**config.mk**
```make
export PLATFORM = sky130hd
export DESIGN_NAME = burstInit
export DESIGN_NICKNAME = d
export VERILOG_FILES = /design/src/rtl/burstInitPkg.sv /design/src/rtl/burstInitCtrl.sv /design/src/rtl/burstInitDpath.sv /design/src/rtl/burstInit.sv
export SDC_FILE = /design/constraint.sdc
export NUM_CORES = 1
export LEC_CHECK = 0
export BUFFER_PORTS_ARGS = -buffer_cell sky130_fd_sc_hd__buf_2
export CAP_MARGIN = 20
export CORE_MARGIN = 1.5
export CORE_UTILIZATION = 44
export CTS_CLUSTER_DIAMETER = 100
export DETAILED_ROUTE_END_ITERATION = 10
export PLACE_DENSITY = 0.89
export SLEW_MARGIN = 0
export SYNTH_ARGS = -nofsm -noshare
export SYNTH_HDL_FRONTEND = slang
export SYNTH_HIERARCHICAL = 1
export SYNTH_SLANG_ARGS = --single-unit
```
**constraint.sdc**
```tcl
create_clock -name clk -period 2.9 [get_ports clk]
set_input_delay 0.725 -clock clk [delete_from_list [all_inputs] [get_ports clk]]
set_output_delay 0.725 -clock clk [all_outputs]
set_load 0.02 [all_outputs]
```
**src/rtl/burstInitPkg.sv**
```systemverilog
package burstInitPkg;

  typedef enum logic [2:0] {
    ST_IDLE,
    ST_FRAME,
    ST_ADDR,
    ST_TURN,
    ST_DATA
  } phase_t;

  // strobes from the sequencer to the datapath
  typedef struct packed {
    logic load;     // capture a new command
    logic take;     // one word moves on this edge
    logic finish;   // burst ends on this edge
    logic stopped;  // ending edge saw target stop
  } strobes_t;

  localparam logic [3:0] CMD_READ  = 4'b0110;
  localparam logic [3:0] CMD_WRITE = 4'b0111;

endpackage

```
**src/rtl/burstInitCtrl.sv**
```systemverilog
module burstInitCtrl
  import burstInitPkg::*;
(
  input  logic     clk,
  input  logic     rstN,
  input  logic     cmdValid,
  input  logic     locReady,
  input  logic     trdy,
  input  logic     stop,
  input  logic     lastWord,
  input  logic     isWrite,
  output logic     cmdReady,
  output logic     frame,
  output logic     irdy,
  output logic     adOe,
  output logic     addrPhase,
  output logic     wordMoved,
  output strobes_t strb
);

  phase_t state, stateNext;
  logic   inData;
  logic   endNow;

  assign inData    = (state == ST_DATA);
  assign wordMoved = inData && locReady && trdy;
  assign endNow    = inData && ((wordMoved && lastWord) || stop);

  always_comb begin
    stateNext = state;
    unique case (state)
      ST_IDLE:  if (cmdValid) stateNext = ST_FRAME;
      ST_FRAME: stateNext = ST_ADDR;
      ST_ADDR:  stateNext = isWrite ? ST_DATA : ST_TURN;
      ST_TURN:  stateNext = ST_DATA;
      ST_DATA:  if (endNow) stateNext = ST_IDLE;
      default:  stateNext = ST_IDLE;
    endcase
  end

  always_ff @(posedge clk or negedge rstN) begin
    if (!rstN) state <= ST_IDLE;
    else       state <= stateNext;
  end

  always_comb begin
    strb.load    = (state == ST_IDLE) && cmdValid;
    strb.take    = wordMoved;
    strb.finish  = endNow;
    strb.stopped = endNow && stop;
  end

  assign cmdReady  = (state == ST_IDLE);
  assign addrPhase = (state == ST_ADDR);
  assign irdy      = inData && locReady;
  assign adOe      = addrPhase || (inData && isWrite);
  assign frame     = (state == ST_FRAME) || addrPhase || (state == ST_TURN)
                     || (inData && !lastWord);

endmodule

```
**src/rtl/burstInitDpath.sv**
```systemverilog
module burstInitDpath
  import burstInitPkg::*;
#(
  parameter int DW = 32,
  parameter int CW = 8
)(
  input  logic          clk,
  input  logic          rstN,
  input  strobes_t      strb,
  input  logic          addrPhase,
  input  logic          cmdWrite,
  input  logic [DW-1:0] cmdAddr,
  input  logic [CW-1:0] cmdCount,
  input  logic [DW-1:0] wrData,
  input  logic [DW-1:0] adIn,
  output logic          isWrite,
  output logic          lastWord,
  output logic [DW-1:0] adOut,
  output logic [3:0]    busCmd,
  output logic [DW-1:0] rdData,
  output logic          doneValid,
  output logic [CW-1:0] doneCount,
  output logic          doneStopped
);

  localparam logic [CW-1:0] ONE = CW'(1);

  logic [DW-1:0] addrReg;
  logic [CW-1:0] remain;
  logic [CW-1:0] moved;

  always_ff @(posedge clk or negedge rstN) begin
    if (!rstN) begin
      isWrite <= 1'b0;
      addrReg <= '0;
      remain  <= '0;
      moved   <= '0;
    end else if (strb.load) begin
      isWrite <= cmdWrite;
      addrReg <= cmdAddr;
      remain  <= (cmdCount == '0) ? ONE : cmdCount;
      moved   <= '0;
    end else if (strb.take) begin
      remain  <= remain - ONE;
      moved   <= moved + ONE;
    end
  end

  always_ff @(posedge clk or negedge rstN) begin
    if (!rstN) begin
      doneValid   <= 1'b0;
      doneCount   <= '0;
      doneStopped <= 1'b0;
    end else begin
      doneValid <= strb.finish;
      if (strb.finish) begin
        doneCount   <= strb.take ? moved + ONE : moved;
        doneStopped <= strb.stopped;
      end
    end
  end

  assign lastWord = (remain == ONE);
  assign adOut    = addrPhase ? addrReg : wrData;
  assign busCmd   = addrPhase ? (isWrite ? CMD_WRITE : CMD_READ) : 4'b0000;
  assign rdData   = adIn;

endmodule

```
**src/rtl/burstInit.sv**
```systemverilog
module burstInit
  import burstInitPkg::*;
#(
  parameter int DW = 32,
  parameter int CW = 8
)(
  input  logic          clk,
  input  logic          rstN,
  input  logic          cmdValid,
  output logic          cmdReady,
  input  logic          cmdWrite,
  input  logic [DW-1:0] cmdAddr,
  input  logic [CW-1:0] cmdCount,
  input  logic [DW-1:0] wrData,
  input  logic          locReady,
  output logic          wordMoved,
  output logic [DW-1:0] rdData,
  output logic          doneValid,
  output logic [CW-1:0] doneCount,
  output logic          doneStopped,
  output logic          frameN,
  output logic          irdyN,
  input  logic          trdyN,
  input  logic          stopN,
  output logic [3:0]    busCmd,
  output logic [DW-1:0] adOut,
  output logic          adOe,
  input  logic [DW-1:0] adIn
);

  strobes_t strb;
  logic frame, irdy, addrPhase, isWrite, lastWord;

  burstInitCtrl u_ctrl (
    .clk(clk), .rstN(rstN), .cmdValid(cmdValid), .locReady(locReady),
    .trdy(~trdyN), .stop(~stopN), .lastWord(lastWord), .isWrite(isWrite),
    .cmdReady(cmdReady), .frame(frame), .irdy(irdy), .adOe(adOe),
    .addrPhase(addrPhase), .wordMoved(wordMoved), .strb(strb)
  );

  burstInitDpath #(.DW(DW), .CW(CW)) u_dpath (
    .clk(clk), .rstN(rstN), .strb(strb), .addrPhase(addrPhase),
    .cmdWrite(cmdWrite), .cmdAddr(cmdAddr), .cmdCount(cmdCount),
    .wrData(wrData), .adIn(adIn), .isWrite(isWrite), .lastWord(lastWord),
    .adOut(adOut), .busCmd(busCmd), .rdData(rdData), .doneValid(doneValid),
    .doneCount(doneCount), .doneStopped(doneStopped)
  );

  assign frameN = ~frame;
  assign irdyN  = ~irdy;

endmodule

```
======== Yosys cells after proc, flatten, opt, wreduce, memory -nomap -nowiden ========
Cells that the tools add are included.
W data, S select, Z words.
operators by class
  reduce and logical (&&, ||, !) cells .... 18
  equality and inequality tests ........... 7
  add/sub/neg operators ................... 2
  bitwise logic cells ..................... 4
  multiplexer cells ....................... 12
operators by type and width
  operator               count
  $mux W8                5
  $mux W32               1
  $pmux W3 S5            1
  $mux W3                3
  $add A8 B1 Y8 const B  1
  $eq A8 B1 Y1 const B   1
  $logic_and A1 B1 Y1    8
  $logic_not A8 Y1       1
  $sub A8 B1 Y8 const B  1
  $eq A3 B2 Y1 const B   2
  $logic_or A1 B1 Y1     5
  $mux W4                1
  $ne A2 B2 Y1 const B   2
  $not A1 Y1             4
  $eq A3 B1 Y1 const B   1
  $eq A3 B3 Y1 const B   1
  $logic_not A3 Y1       1
  $reduce_and A2 Y1      1
  $reduce_bool A2 Y1     1
  $logic_not A1 Y1       1
  $mux W1                1
word-level totals
  word-level logic and storage cells ...... 51
  register bits ........................... 62
  output and inout bits ................... 83
  input bits .............................. 111

======== Depth between registers and ports, before layout ========
Gate-level depths: netlist of the first run.
  depth after elaboration ................. 8
  mapped depth ............................ 10
  depth with buffers taken out ............ 7

======== Cells and area by module ========
Netlist of the first run, hierarchy kept.
by module, submodules not included
  module          seq. area each (um2)  area an instance (um2)  cells an instance  instances
  burstInitDpath  1476.4                3044.2                  260                1
  burstInitCtrl   75.1                  241.5                   27                 1
  burstInit       0.0                   15.0                    4                  1

======== Least setup slack after synthesis of the first run ========
No wires, ideal clock.
  path type ............................... flip-flop to output port
  start ................................... register u_ctrl.state[1]
  end ..................................... output port adOut[10]
  cell stages (with the launch flop) ...... 5
  data arrival time ....................... 1.778 ns
  path slack .............................. 0.397 ns
  required time ........................... 2.175 ns
  buffers on the path ..................... 2
  cell sequence ........................... dfrtp_1 nor3b_1 clkbuf_1 clkbuf_1 mux2_2
between the ends
  cells in the longest elaborated chain, start to end .. 2
ends and longest elaborated chain
  item                      line                  text
  start: declaration        burstInitCtrl.sv:21   phase_t state, stateNext;
  start signal: assignment  burstInitCtrl.sv:43   else state <= stateNext;
  $eq A3 B2 Y1              burstInitCtrl.sv:54   assign addrPhase = (state == ST_ADDR);
  named net addrPhase       burstInit.sv:32       logic frame, irdy, addrPhase, isWrite, lastWord;
  $mux W32                  burstInitDpath.sv:64  assign adOut = addrPhase ? addrReg : wrData;
  end: declaration          burstInit.sv:26       output logic [DW-1:0] adOut,
The timed path passes the listed nets, and every way through them passes these cells.

======== Final worst setup path of the first run ========
  start ................................... register u_dpath.remain[0]
  end ..................................... output port frameN
between the ends
  cells in the longest elaborated chain, start to end .. 5
ends and longest elaborated chain
  item                      line                  text
  start: declaration        burstInitDpath.sv:29  logic [CW-1:0] remain;
  start signal: assignment  burstInitDpath.sv:41  remain <= (cmdCount == '0) ? ONE : cmdCount;
  start signal: assignment  burstInitDpath.sv:44  remain <= remain - ONE;
  $eq A8 B1 Y1              burstInitDpath.sv:63  assign lastWord = (remain == ONE);
  named net lastWord        burstInit.sv:32
  $logic_not A1 Y1          burstInitCtrl.sv:58   || (inData && !lastWord);
  $logic_and A1 B1 Y1       burstInitCtrl.sv:58
  $logic_or A1 B1 Y1        burstInitCtrl.sv:58
  named net frame           burstInit.sv:32
  $not A1 Y1                burstInit.sv:49       assign frameN = ~frame;
  end: declaration          burstInit.sv:21       output logic frameN,
The timed path passes the listed nets, and every way through them passes these cells.

==> results.json, run 1 <==
{
  "clockBufferDepth": 2,
  "finClkSkew_ns": 0.01559,
  "die_x_um": 89.61,
  "port_buffers": 128,
  "postCtsHoldBufs": 0,
  "cts_tree": "built",
  "cts.htree.levels": 3,
  "async_flop_share_pct": 100.0,
  "clk_pin_slew_ns": 0.08,
  "syn-num-nets": 405,
  "peakVddDrop_uv": 546.2,
  "coreArea_um2": 7253,
  "synth_most_common_cell": "mux2_2",
  "cellLeakagePower_uw": 0.001894,
  "synthCells": 291,
  "antenna_found_initial": 0,
  "numClockSinks": 62,
  "ys_ff_latch": 62,
  "ant_nets": 0,
  "rows": 31,
  "crit_fanout": 4,
  "synthTopCellsByCount": "mux2_2, dfrtp_1, buf_4, nor2_1, a21oi_1",
  "power.total_uw": 3846,
  "dr.pass1.iters": 4,
  "yosysWarnings": 6,
  "synth_largest_area_cell": "dfrtp_1",
  "gr-usage-all-layers_pct": 18.23,
  "nets": 499,
  "insertion_delay_ns": 0.34,
  "grt_pass1_wl_um": 11030,
  "routed_wl_um": 7141,
  "avgViaCountPerCell": 5.084,
  "worstPathRequired_ns": 2.17,
  "max_cap_viol_count": 0,
  "grt_max_degree": 37,
  "die_h_um": 89.61,
  "ys_seq_area_share_pct": 47.01,
  "max_slew_margin_pct": 55.96,
  "setup_viol": 0,
  "wl_met2_um": 3525,
  "power_density_nw_per_um2": 957.8,
  "fin_crit_ns": 2.742,
  "via_count": 2486,
  "io_pins": 194,
  "rsz0062_at_grt": "no",
  "cp-start-kind": "flip-flop",
  "top_layer": "met4",
  "dieArea_um2": 8030,
  "status": "finished, final reports clean",
  "antennaDiodeCount": 0,
  "syn2layout_area_growth_pct": 21.65,
  "end_kind": "output pin",
  "crit_type": "flip-flop to output pin",
  "root_buffer": "clkbuf_8",
  "wl_met3_um": 648,
  "synth_edf_count": 0,
  "finalCritPeriodShare_pct": 94.54,
  "final_area_um2": 4015,
  "synth_area_per_cell_um2": 11.34,
  "drt-initial-drc-count": 47,
  "place_congestion": 0.7901,
  "overflow": 0,
  "hpwl_um": 5392,
  "ys.flop_type": "dfrtp_1",
  "cts_made_buffers": 9,
  "placed_cell_area_um2": 3820,
  "synth_area_leaders": "dfrtp_1, mux2_2, buf_4, nor2_1, a21oi_1",
  "hold_viol": 0,
  "avgRoutedWirePerCell_um": 14.60,
  "initial_core_util_pct": 45.51,
  "fin_setup_tns_ns": 0,
  "slew_violations": 0,
  "worstRegToRegCells": 5,
  "arrival_ns": 2.02,
  "setup_ws_ns": 0.1585,
  "hold_path.class": "input port to asynchronous set/reset pin",
  "netlist_area_um2": 3301,
  "drive_gt1_share_pct": 57.69,
  "fmaxAchievable_ghz": 0.3648,
  "grt_pass1_vias": 2512,
  "yosys.area.top_type_share_pct": 47.01,
  "ys_types": 42,
  "drt-met1-wl_um": 2867,
  "place_ws_ns": 0.4029,
  "tightest_slew_ns": 0.6606,
  "drc": 0
}
## final cells by class
type / count / area [µm²]
timing repair buffer: 134 / 723.2
fill: 618 / 3238
clock buffer: 10 / 137.6
sequential: 62 / 1551
multi-input combinational: 171 / 1406
clock inverter: 6 / 46.29
tap: 99 / 123.9
inverter: 7 / 26.28
## state kept, by name, indices dropped and copies added (netlist names)
register and count:
u_ctrl/state 3, u_dpath/doneStopped 1, u_dpath/remain 8, u_dpath/isWrite 1, u_dpath/moved 8, u_dpath/addrReg 32
u_dpath/doneValid 1, u_dpath/doneCount 8
## path summary, 6_finish.rpt
check                      slack (ns)             endpoint          startpoint
min in group clk                 0.51   u_dpath/addrReg[0]  u_dpath/addrReg[0]
max                              0.16               frameN   u_dpath/remain[0]
max in group asynchronous        1.86  u_dpath/addrReg[24]                rstN
min                              0.41    u_dpath/remain[6]                rstN
max reg2reg                      0.53    u_dpath/remain[7]     u_ctrl/state[0]
min reg2reg                      0.51   u_dpath/addrReg[0]  u_dpath/addrReg[0]
## layer usage
metal,global-route usage [%],vias up
met5,0,-
met4,6.853,0
met3,7.404,13
met2,30.87,113
met1,20.66,1183
li1,-,1177
## logic make-up after synthesis
group	Yosys count	share of synthesized area (%)
AND/OR/NAND/NOR	60	10.24
buffers and inverters	58	10.92
XOR/XNOR	7	1.858
AO/OA/AOI/OAI	33	5.913
adder cells (fa/ha/maj)	3	1.137
flip-flops	62	47.01
other	1	0.1136
multiplexers	67	22.82
## power by group
part	internal, µW	switching [µW]	total (µW)
clock network	339	350	688
registers	1240	252	1500
logic	795	865	1660
## repair_timing
action / in CTS / in global routing
resized for setup: 0 / 2
setup endpoints to repair: 0 / 1
setup buffers: 0 / 0
## per-stage QoR
step           utilization [%]  hold WS, ns  std cells
2_1_floorplan                -       0.4294        291
3_3_place_gp             52.67       0.4834        473
3_5_place_dp             52.67       0.4909        473
4_1_cts                  55.20       0.4168        489
5_1_grt                  55.36       0.4443        489
6_report                 55.36       0.4132        489
## critical path, stage by stage (launching register included)
cell and delay, ns:
dfrtp_1 0.42, ha_1 0.20, nor4b_2 0.15, buf_4 0.13, or4b_1 0.44, o21ai_0 0.10
inv_1 0.08, buf_2 0.16
## cell usage in the layout, fill, tap and decap left out, types with 2 or more instances in the layout
cell type	instances
and3_1	2
dfrtp_1	62
clkinv_2	2
nand4_1	4
clkbuf_8	10
ha_1	3
buf_2	128
a21oi_1	10
or4_1	3
xor2_1	4
o31ai_1	2
nor3_1	2
clkinv_4	2
xnor2_1	3
o21ai_0	9
nand2_1	7
a211oi_1	2
nor2_1	17
or3b_1	2
a31oi_1	7
nand2b_1	2
nand3_1	3
buf_12	3
or3_1	4
or2_2	2
buf_4	3
inv_1	6
mux2_2	66
Note: power is estimated with default switching activity, not from simulation.
==> run 2: changes to the inputs <==
CORE_MARGIN = 8   (was 1.5)
==> results.json, run 2 (synthesis gave the netlist of run 1 again) <==
{
  "status": "finished, final reports clean",
  "use_met1_pct": 18.17,
  "avgRoutedWirePerCell_um": 16.56,
  "peakVddDrop_uv": 519.0,
  "largest_reg_flops": 32,
  "final_common_cell": "buf_2",
  "avgViaCountPerCell": 5.147,
  "die_x_um": 102.6,
  "dieArea_um2": 10530,
  "hpwl_um": 6235,
  "postCtsHoldBufs": 0,
  "grt_busiest_layer": "met2",
  "insertion_delay_ns": 0.33,
  "fmaxAchievable_ghz": 0.3642,
  "fin_hold_ws_ns": 0.4299,
  "setup_viol": 0,
  "coreArea_um2": 7253,
  "io_pins": 194,
  "layout_common_cells": "buf_2, mux2_2, dfrtp_1",
  "nets": 500,
  "startpoint": "u_dpath/remain[2]",
  "die_h_um": 102.6,
  "drive_gt1_share_pct": 57.03,
  "cts.htree.levels": 3,
  "grt_pass1_vias": 2713,
  "clockBufferDepth": 2,
  "arrival_ns": 2.02,
  "port_buffers": 128,
  "cts_tree": "built",
  "postCtsSetupBuffers": 0,
  "max_slew_margin_pct": 54.36,
  "placed_cell_area_um2": 3790,
  "final_area_um2": 4011,
  "root_buffer": "clkbuf_8",
  "grt_max_degree": 33,
  "power_density_nw_per_um2": 993.3,
  "drt-initial-drc-count": 45,
  "finClkSkew_ns": 0.007118,
  "tightest_slew_ns": 0.6846,
  "grt_pass1_wl_um": 12990,
  "layout.cells.non_filler": 490,
  "cellLeakagePower_uw": 0.001903,
  "cts_made_buffers": 9,
  "finalCritPeriodShare_pct": 94.69,
  "fin_crit_ns": 2.746,
  "place_inst": 474,
  "place_congestion": 0.7849,
  "antennaDiodeCount": 0,
  "use_met3_pct": 7.968,
  "r2r-start": "u_ctrl/state[0]",
  "numClockSinks": 62,
  "via_count": 2522,
  "hold_path.class": "input port to asynchronous set/reset pin",
  "cp-start-kind": "flip-flop",
  "fin_setup_tns_ns": 0,
  "crit_type": "flip-flop to output pin",
  "regMostFlops": "u_dpath/addrReg",
  "slew_violations": 0,
  "overflow": 0,
  "end_kind": "output pin",
  "rsz0062_at_grt": "no",
  "gr-usage-all-layers_pct": 15.92,
  "cts_resized": 0,
  "dr.pass1.iters": 4,
  "routed_wl_um": 8113,
  "drc": 0,
  "syn2layout_area_growth_pct": 21.53,
  "rows": 31,
  "max_cap_viol_count": 0,
  "met2_usage_pct": 24.48,
  "antenna_found_initial": 1,
  "crit_fanout": 7,
  "finalCoreUtilization_pct": 55.30,
  "hold_viol": 0,
  "clk_pin_slew_ns": 0.07,
  "initial_core_util_pct": 45.51,
  "ant_nets": 0,
  "worstPathRequired_ns": 2.17
}
## run 2: cell types whose count changed in the layout (fill, tap and decap cells not counted), sizes merged
cell | before | now
clkinv | 4 | 2
bufinv | 0 | 2
inv | 8 | 7
clkbuf | 10 | 12
clkinvlp | 1 | 0
buf | 134 | 135
## run 2: routing by layer
metal	share of wire, %	routed length, µm	vias up
met1	40	3215	1180
met5	0.16	13	-
met4	1.9	153	2
met3	12	944	23
li1	-	-	1177
met2	47	3785	140
## run 2: metrics by stage
step	setup slack (ns)	power [µW]
after CTS	0.02443	4041
after floorplan	0.3970	2709
after global placement	0.5202	3108
after global routing	0.01557	4263
after detailed placement	0.4060	3187
final	0.1539	3985
## run 2: area by class of cell
cell class	count	area, µm²
sequential	62	1551
multi-input combinational	171	1401
clock inverter	4	70.07
fill	613	3242
tap	99	123.9
inverter	7	26.28
clock buffer	12	145.1
timing repair buffer	135	693.2
## run 2: final timing paths
path	slack, ns	endpoint	depth (start not counted)
setup / recovery	0.15	frameN	6
hold / removal	0.43	u_dpath/addrReg[6]	1
setup reg to reg	0.55	u_dpath/remain[7]	5
hold reg to reg	0.51	u_dpath/addrReg[23]	1
max in group asynchronous	1.59	u_dpath/remain[4]	2
min in group clk	0.51	u_dpath/addrReg[23]	1
## run 2: worst max-delay path, cell delays in order (launching register included)
cell	delay, ns
dfrtp_1	0.42
or3_1	0.47
nor4b_2	0.34
or4b_1	0.15
o21ai_0	0.08
inv_1	0.07
buf_2	0.16
## run 2: power by group
part	switching (µW)	internal, µW	leakage (µW)
combinational	882	776	0.00104
sequential	257	1250	0.000754
clock	318	505	0.000110
